File: config.mk
export PLATFORM = sky130hd
export DESIGN_NAME = ic_perf_unit
export DESIGN_NICKNAME = d
export VERILOG_FILES = /design/src/rtl/icpu_pkg.sv /design/src/rtl/icpu_evt_sel.sv /design/src/rtl/icpu_cyc_cnt.sv /design/src/rtl/ic_perf_unit.sv
export SDC_FILE = /design/constraint.sdc
export NUM_CORES = 2
export LEC_CHECK = 0
export BUFFER_PORTS_ARGS = -buffer_cell sky130_fd_sc_hd__buf_2
export CAP_MARGIN = 15
export CORE_MARGIN = 2
export CORE_UTILIZATION = 35
export DETAILED_ROUTE_END_ITERATION = 7
export PLACE_DENSITY_LB_ADDON = 0.3
export SYNTH_ARGS = -nofsm -noshare
export SYNTH_HDL_FRONTEND = slang
export SYNTH_HIERARCHICAL = 1
export SYNTH_SLANG_ARGS = --single-unit
File: constraint.sdc
create_clock -name clk -period 4.4 [get_ports clk]
set_clock_uncertainty 0.1 [all_clocks]
set_input_delay 0.44 -clock clk [delete_from_list [all_inputs] [get_ports clk]]
set_output_delay 0.44 -clock clk [all_outputs]
set_load 0.05 [all_outputs]
File: src/rtl/icpu_pkg.sv
package icpu_pkg;
    localparam int ADDR_W  = 12;
    localparam int DATA_W  = 32;
    localparam int TYPE_W  = 4;
    localparam int ID_W    = 9;
    localparam int TAG_W   = TYPE_W + ID_W;
    localparam int CYC_BIT = 31;
    localparam int CYC_W   = 64;

    localparam logic [ADDR_W-1:0] OFS_CYC_LO = 12'h0F8;
    localparam logic [ADDR_W-1:0] OFS_CYC_HI = 12'h0FC;
    localparam logic [ADDR_W-1:0] OFS_EN_SET = 12'hC00;
    localparam logic [ADDR_W-1:0] OFS_EN_CLR = 12'hC20;
    localparam logic [ADDR_W-1:0] OFS_IE_SET = 12'hC40;
    localparam logic [ADDR_W-1:0] OFS_IE_CLR = 12'hC60;
    localparam logic [ADDR_W-1:0] OFS_OV_CLR = 12'hC80;
    localparam logic [ADDR_W-1:0] OFS_OV_SET = 12'hCC0;
    localparam logic [ADDR_W-1:0] OFS_CFG    = 12'hE00;
    localparam logic [ADDR_W-1:0] OFS_CTRL   = 12'hE04;

    function automatic logic [ADDR_W-1:0] evc_ofs(input int n);
        return ADDR_W'(32'h008 + 32'(n) * 8);
    endfunction

    function automatic logic [ADDR_W-1:0] sel_ofs(input int n);
        return ADDR_W'(32'h400 + 32'(n) * 4);
    endfunction
endpackage

File: src/rtl/icpu_evt_sel.sv
module icpu_evt_sel
    import icpu_pkg::*;
#(
    parameter int NODES = 4
) (
    input  logic [TAG_W-1:0]       sel_tag,
    input  logic [NODES*TAG_W-1:0] node_tag,
    input  logic [NODES-1:0]       node_evt,
    output logic                   hit
);
    always_comb begin
        hit = 1'b0;
        for (int i = 0; i < NODES; i++) begin
            if (node_evt[i] && (node_tag[i*TAG_W +: TAG_W] == sel_tag)) begin
                hit = 1'b1;
            end
        end
    end
endmodule

File: src/rtl/icpu_cyc_cnt.sv
module icpu_cyc_cnt
    import icpu_pkg::*;
(
    input  logic              clk,
    input  logic              rst_n,
    input  logic              inc,
    input  logic              clr,
    input  logic              ld_lo,
    input  logic              ld_hi,
    input  logic [DATA_W-1:0] wdata,
    output logic [CYC_W-1:0]  val,
    output logic              wrap
);
    logic [CYC_W-1:0] val_d, val_q;

    always_comb begin
        val_d = val_q;
        wrap  = 1'b0;
        if (clr) begin
            val_d = '0;
        end else if (ld_lo || ld_hi) begin
            if (ld_lo) val_d[DATA_W-1:0]     = wdata;
            if (ld_hi) val_d[CYC_W-1:DATA_W] = wdata;
        end else if (inc) begin
            val_d = val_q + 1'b1;
            wrap  = &val_q;
        end
    end

    always_ff @(posedge clk or negedge rst_n) begin
        if (!rst_n) val_q <= '0;
        else        val_q <= val_d;
    end

    assign val = val_q;
endmodule

File: src/rtl/ic_perf_unit.sv
module ic_perf_unit
    import icpu_pkg::*;
#(
    parameter int NUM_EVT = 8,
    parameter int NODES   = 4
) (
    input  logic                   clk,
    input  logic                   rst_n,
    input  logic                   bus_sel,
    input  logic                   bus_wr,
    input  logic [ADDR_W-1:0]      bus_addr,
    input  logic [DATA_W-1:0]      bus_wdata,
    output logic [DATA_W-1:0]      bus_rdata,
    input  logic [NODES*TAG_W-1:0] node_tag,
    input  logic [NODES-1:0]       node_evt,
    output logic                   irq
);
    localparam logic [DATA_W-1:0] BIT_MASK =
        (DATA_W'(1) << CYC_BIT) | ((DATA_W'(1) << NUM_EVT) - 1'b1);
    localparam logic [DATA_W-1:0] CFG_VAL  = DATA_W'((DATA_W << 8) | NUM_EVT);

    typedef struct packed {
        logic [NUM_EVT-1:0][DATA_W-1:0] evc;
        logic [NUM_EVT-1:0][TAG_W-1:0]  sel;
        logic [DATA_W-1:0]              cnten;
        logic [DATA_W-1:0]              inten;
        logic [DATA_W-1:0]              ovf;
        logic                           glb_en;
    } st_t;

    st_t st_d, st_q;

    logic [NUM_EVT-1:0] hit;
    logic               wr_acc;
    logic               cyc_inc, cyc_clr, cyc_ld_lo, cyc_ld_hi, cyc_wrap;
    logic [CYC_W-1:0]   cyc_val;
    logic               glb_en_w;
    logic [DATA_W-1:0]  ovf_w;

    assign wr_acc   = bus_sel && bus_wr;
    assign glb_en_w = st_q.glb_en;
    assign ovf_w    = st_q.ovf;

    for (genvar g = 0; g < NUM_EVT; g++) begin : g_sel
        icpu_evt_sel #(.NODES(NODES)) u_sel (
            .sel_tag  (st_q.sel[g]),
            .node_tag (node_tag),
            .node_evt (node_evt),
            .hit      (hit[g])
        );
    end

    assign cyc_inc   = glb_en_w && st_q.cnten[CYC_BIT];
    assign cyc_clr   = wr_acc && (bus_addr == OFS_CTRL) && bus_wdata[2];
    assign cyc_ld_lo = wr_acc && (bus_addr == OFS_CYC_LO);
    assign cyc_ld_hi = wr_acc && (bus_addr == OFS_CYC_HI);

    icpu_cyc_cnt u_cyc (
        .clk   (clk),
        .rst_n (rst_n),
        .inc   (cyc_inc),
        .clr   (cyc_clr),
        .ld_lo (cyc_ld_lo),
        .ld_hi (cyc_ld_hi),
        .wdata (bus_wdata),
        .val   (cyc_val),
        .wrap  (cyc_wrap)
    );

    always_comb begin
        logic [NUM_EVT-1:0] evt_wrap;
        logic [DATA_W-1:0]  wmask;
        st_d     = st_q;
        evt_wrap = '0;
        wmask    = bus_wdata & BIT_MASK;

        for (int n = 0; n < NUM_EVT; n++) begin
            if (glb_en_w && st_q.cnten[n] && hit[n]) begin
                st_d.evc[n] = st_q.evc[n] + 1'b1;
                evt_wrap[n] = &st_q.evc[n];
            end
        end

        if (wr_acc) begin
            for (int n = 0; n < NUM_EVT; n++) begin
                if (bus_addr == evc_ofs(n)) begin
                    st_d.evc[n] = bus_wdata;
                    evt_wrap[n] = 1'b0;
                end
                if (bus_addr == sel_ofs(n)) st_d.sel[n] = bus_wdata[TAG_W-1:0];
            end
            case (bus_addr)
                OFS_EN_SET: st_d.cnten = st_q.cnten | wmask;
                OFS_EN_CLR: st_d.cnten = st_q.cnten & ~wmask;
                OFS_IE_SET: st_d.inten = st_q.inten | wmask;
                OFS_IE_CLR: st_d.inten = st_q.inten & ~wmask;
                OFS_OV_CLR: st_d.ovf   = st_q.ovf & ~wmask;
                OFS_OV_SET: st_d.ovf   = st_q.ovf | wmask;
                OFS_CTRL: begin
                    st_d.glb_en = bus_wdata[0];
                    if (bus_wdata[1]) begin
                        st_d.evc = '0;
                        evt_wrap = '0;
                    end
                end
                default: ;
            endcase
        end

        st_d.ovf[NUM_EVT-1:0] = st_d.ovf[NUM_EVT-1:0] | evt_wrap;
        st_d.ovf[CYC_BIT]     = st_d.ovf[CYC_BIT] | cyc_wrap;
    end

    always_ff @(posedge clk or negedge rst_n) begin
        if (!rst_n) st_q <= '0;
        else        st_q <= st_d;
    end

    always_comb begin
        bus_rdata = '0;
        if (bus_sel && !bus_wr) begin
            for (int n = 0; n < NUM_EVT; n++) begin
                if (bus_addr == evc_ofs(n)) bus_rdata = st_q.evc[n];
                if (bus_addr == sel_ofs(n)) bus_rdata = DATA_W'(st_q.sel[n]);
            end
            case (bus_addr)
                OFS_CYC_LO:             bus_rdata = cyc_val[DATA_W-1:0];
                OFS_CYC_HI:             bus_rdata = cyc_val[CYC_W-1:DATA_W];
                OFS_EN_SET, OFS_EN_CLR: bus_rdata = st_q.cnten;
                OFS_IE_SET, OFS_IE_CLR: bus_rdata = st_q.inten;
                OFS_OV_CLR, OFS_OV_SET: bus_rdata = ovf_w;
                OFS_CFG:                bus_rdata = CFG_VAL;
                OFS_CTRL:               bus_rdata = DATA_W'(glb_en_w);
                default: ;
            endcase
        end
    end

    assign irq = |(ovf_w & st_q.inten);
endmodule

==> results.yml <==
global_routing:
  grt_pass1_vias: 30800
  grt_use_total_pct: 31.6
  antenna_found_initial: 6
  grt_max_degree: 112
  grt_pass1_wl_um: 229000
  grt_overflow_total: 0
logic_synthesis:
  yosys_warnings: 6
  yosys.area_share.adder_pct: 0.335
  yosys.area.top_type: "dfrtp_1"
  synth_seq_cells: 475
  synth_top_area_share_pct: 35.3
  syn_inst: 3765
  synth-compound-area-share_pct: 16.8
  synth_top_family_by_area: "simple AND/OR/NAND/NOR gates"
  synthSimpleGateAreaFrac_pct: 20.5
  synth_enable_flop_cells: 0
  synth_flop_cell: "dfrtp_1"
  synthTopCellsByArea: "dfrtp_1, xnor2_1, nand2_1, nand4_1, mux2_2"
  synth_xor_area_share_pct: 16.9
  synth_commonest_cells: "xnor2_1, dfrtp_1, nand2_1"
  ys_async_sr_fraction_pct: 100
  synth_cell_types: 93
  yosysMostFrequentCell: "xnor2_1"
  syn-cell-area_um2: 33700
  post_synth.cell_area_avg_um2: 8.94
  seq_area_frac_synth_pct: 35.3
  synth_mux_area_share_pct: 4.07
  syn_nets: 3878
clocking:
  cts.sinks: 475
  htreeDepth: 2
  cts-root-buf: "clkbuf_16"
  cts-resized-gates: 0
  numCtsBuffers: 55
  cts_tree: "built"
  cts_buffer_depth: 3
  cts.clk_slew.worst_paths_ns: 0.06
  clock_latency_ns: 0.65
layout:
  nets: 3901
  finalNonFillerCells: 5104
  synthToLayoutAreaGrowth_pct: 12.4
  multi_input_area_um2: 19800
  drive_above_1_share_pct: 15.0
  n_fill_cell: 9554
  seq_area_um2: 11900
placed_design:
  gp_congestion: 1.04
  dp_hpwl_um: 118000
  port_buffers: 136
  dp_cells: 4995
setup_path:
  slowest_delay_ns: 0.73
  cp_max_fo: 11
  crit_top_cell: "buf_2"
  crit_arrival_ns: 3.68
  path_cells: "buf_2 -> or4b_1 -> nor3_4 -> buf_4 -> a211oi_1 -> a311oi_1 -> o21ai_1 -> a21oi_1 -> buf_2"
  worstPathRequired_ns: 3.86
  worst_path_max_delay_cell: "or4b_1"
  cp-end-kind: "primary output"
  criticalPathCategory: "input pin to primary output"
  start_kind: "input pin"
  r2r_slack_ns: 0.40
floorplanning:
  fp-row-count: 113
  die_w_um: 314
  core-area_um2: 95200
  die_y_um: 314
  die-area_um2: 98600
  start_util_pct: 35.4
  ioPinCount: 137
min_path:
  hold_path.class: "input pin to flip-flop"
sta:
  tightest_slew_ns: 0.942
  rsz0062_at_grt: "no"
  slew_headroom_pct: 36.9
  fin_setup_tns_ns: 0
  slew_viol_final: 0
  max_freq_mhz: 237
  period_share_pct: 96.0
  setup_violations: 0
  period_minus_slack_ns: 4.22
  finalHoldViolations: 0
routing:
  top_layer: "met5"
  drt_first_iter_violations: 5251
  routed_wl_um: 160000
  wl_per_cell_um: 31.4
  drt-met1-wl_um: 64900
  dr.pass1.iters: 8
  antenna_left: 0
  wl_met2_um: 68000
  drt-vias-per-instance: 6.49
  drc: 0
  wl_met3_um: 17400
  num_vias: 33100
pwr:
  pwr_density_cell_nw_per_um2: 272
  peakVddDrop_mv: 0.252
  total_power_uw: 10300
  p_leak_uw: 0.0144
run_status:
  run_status: "complete, no violations"
run:
  cap_violations: 0
critical path, delay by kind of cell:
family	cells	cell delay [ns]
simple gates	2	1.22
compound gates	4	1.17
buf+inv	3	0.83
sequential cells by signal, indices dropped and copies added (netlist names), named ones only:
name and cells:
st_q 360, u_cyc/val 64, ovf_w 32, glb_en_w 1
layer usage:
layer	global-route usage, %	vias up
met3	5.75	449
met1	44.1	16400
met2	46.6	2294
met4	16.4	4
li1	-	14000
met5	0	-
cell type report:
class	instances	share of cell area (%)
sequential	475	31.4
inverter	36	0.357
antenna	5	0.0331
clock inverter	31	1.04
tap	1265	4.18
clock buffer	72	4.21
multi-input combinational	2915	52.4
timing repair buffer	305	6.36
final timing paths:
| kind | startpoint | depth (start not counted) | to |
|---|---|---|---|
| setup / recovery | bus_addr[7] | 9 | bus_rdata[10] |
| hold / removal | bus_wdata[14] | 3 | u_cyc/val[46] |
| setup reg to reg | st_q[102] | 12 | st_q[230] |
| hold reg to reg | ovf_w[23] | 0 | ovf_w[23] |
| max in group asynchronous | rst_n | 3 | st_q[308] |
| min in group asynchronous | rst_n | 2 | st_q[199] |
stage by stage:
step                util [%]  instance area, µm²  setup slack (ns)  hold slack, ns
floorplan                  -               33700             0.395          0.0444
global placement        37.7               35800             0.296           0.265
detailed placement      37.7               35800             0.304           0.266
CTS                     39.7               37800             0.307          0.0129
global route            39.7               37800             0.199          0.0445
finish                  39.8               37800             0.178          0.0354
power by group:
part | internal [µW] | switching, µW | leakage, µW
clock network | 3060 | 2050 | 0.000988
registers | 4380 | 29.3 | 0.00651
logic | 223 | 559 | 0.00695
cells in the final DEF (no fill, tap or decap), types with 11 or more instances in the layout:
cell type / instances
a211oi_1: 16
a21oi_1: 86
a221o_1: 15
a221oi_1: 32
a222oi_1: 33
a22o_1: 25
a22oi_1: 98
a31oi_1: 16
a32oi_1: 15
and2_1: 17
and3_1: 85
and4_1: 51
buf_12: 31
buf_2: 113
buf_4: 159
clkbuf_16: 57
clkbuf_8: 11
clkinv_2: 18
dfrtp_1: 475
inv_1: 34
mux2_2: 111
mux2i_1: 12
nand2_1: 358
nand3_1: 197
nand4_1: 201
nor2_1: 174
nor3_1: 52
nor3_2: 15
nor4_1: 57
o21ai_0: 178
o221ai_1: 27
o22ai_1: 118
o31a_1: 11
o31ai_1: 58
or3_1: 25
or4_1: 24
xnor2_1: 531
xor2_1: 118
timing repair:
| action | 4_1_cts | 5_1_grt |
|---|---|---|
| endpoints found under the hold margin | 86 | 0 |
| hold buffers | 1 | 0 |
| setup buffers | 0 | 0 |
cells by family after synthesis:
| logic type | count (synthesis) |
|---|---|
| flops | 475 |
| fa+ha+maj | 9 |
| compound gates | 816 |
| simple gates | 1318 |
| mux | 123 |
| xor+xnor | 649 |
| buf+inv | 375 |
Power figures use the tool's default switching activity.
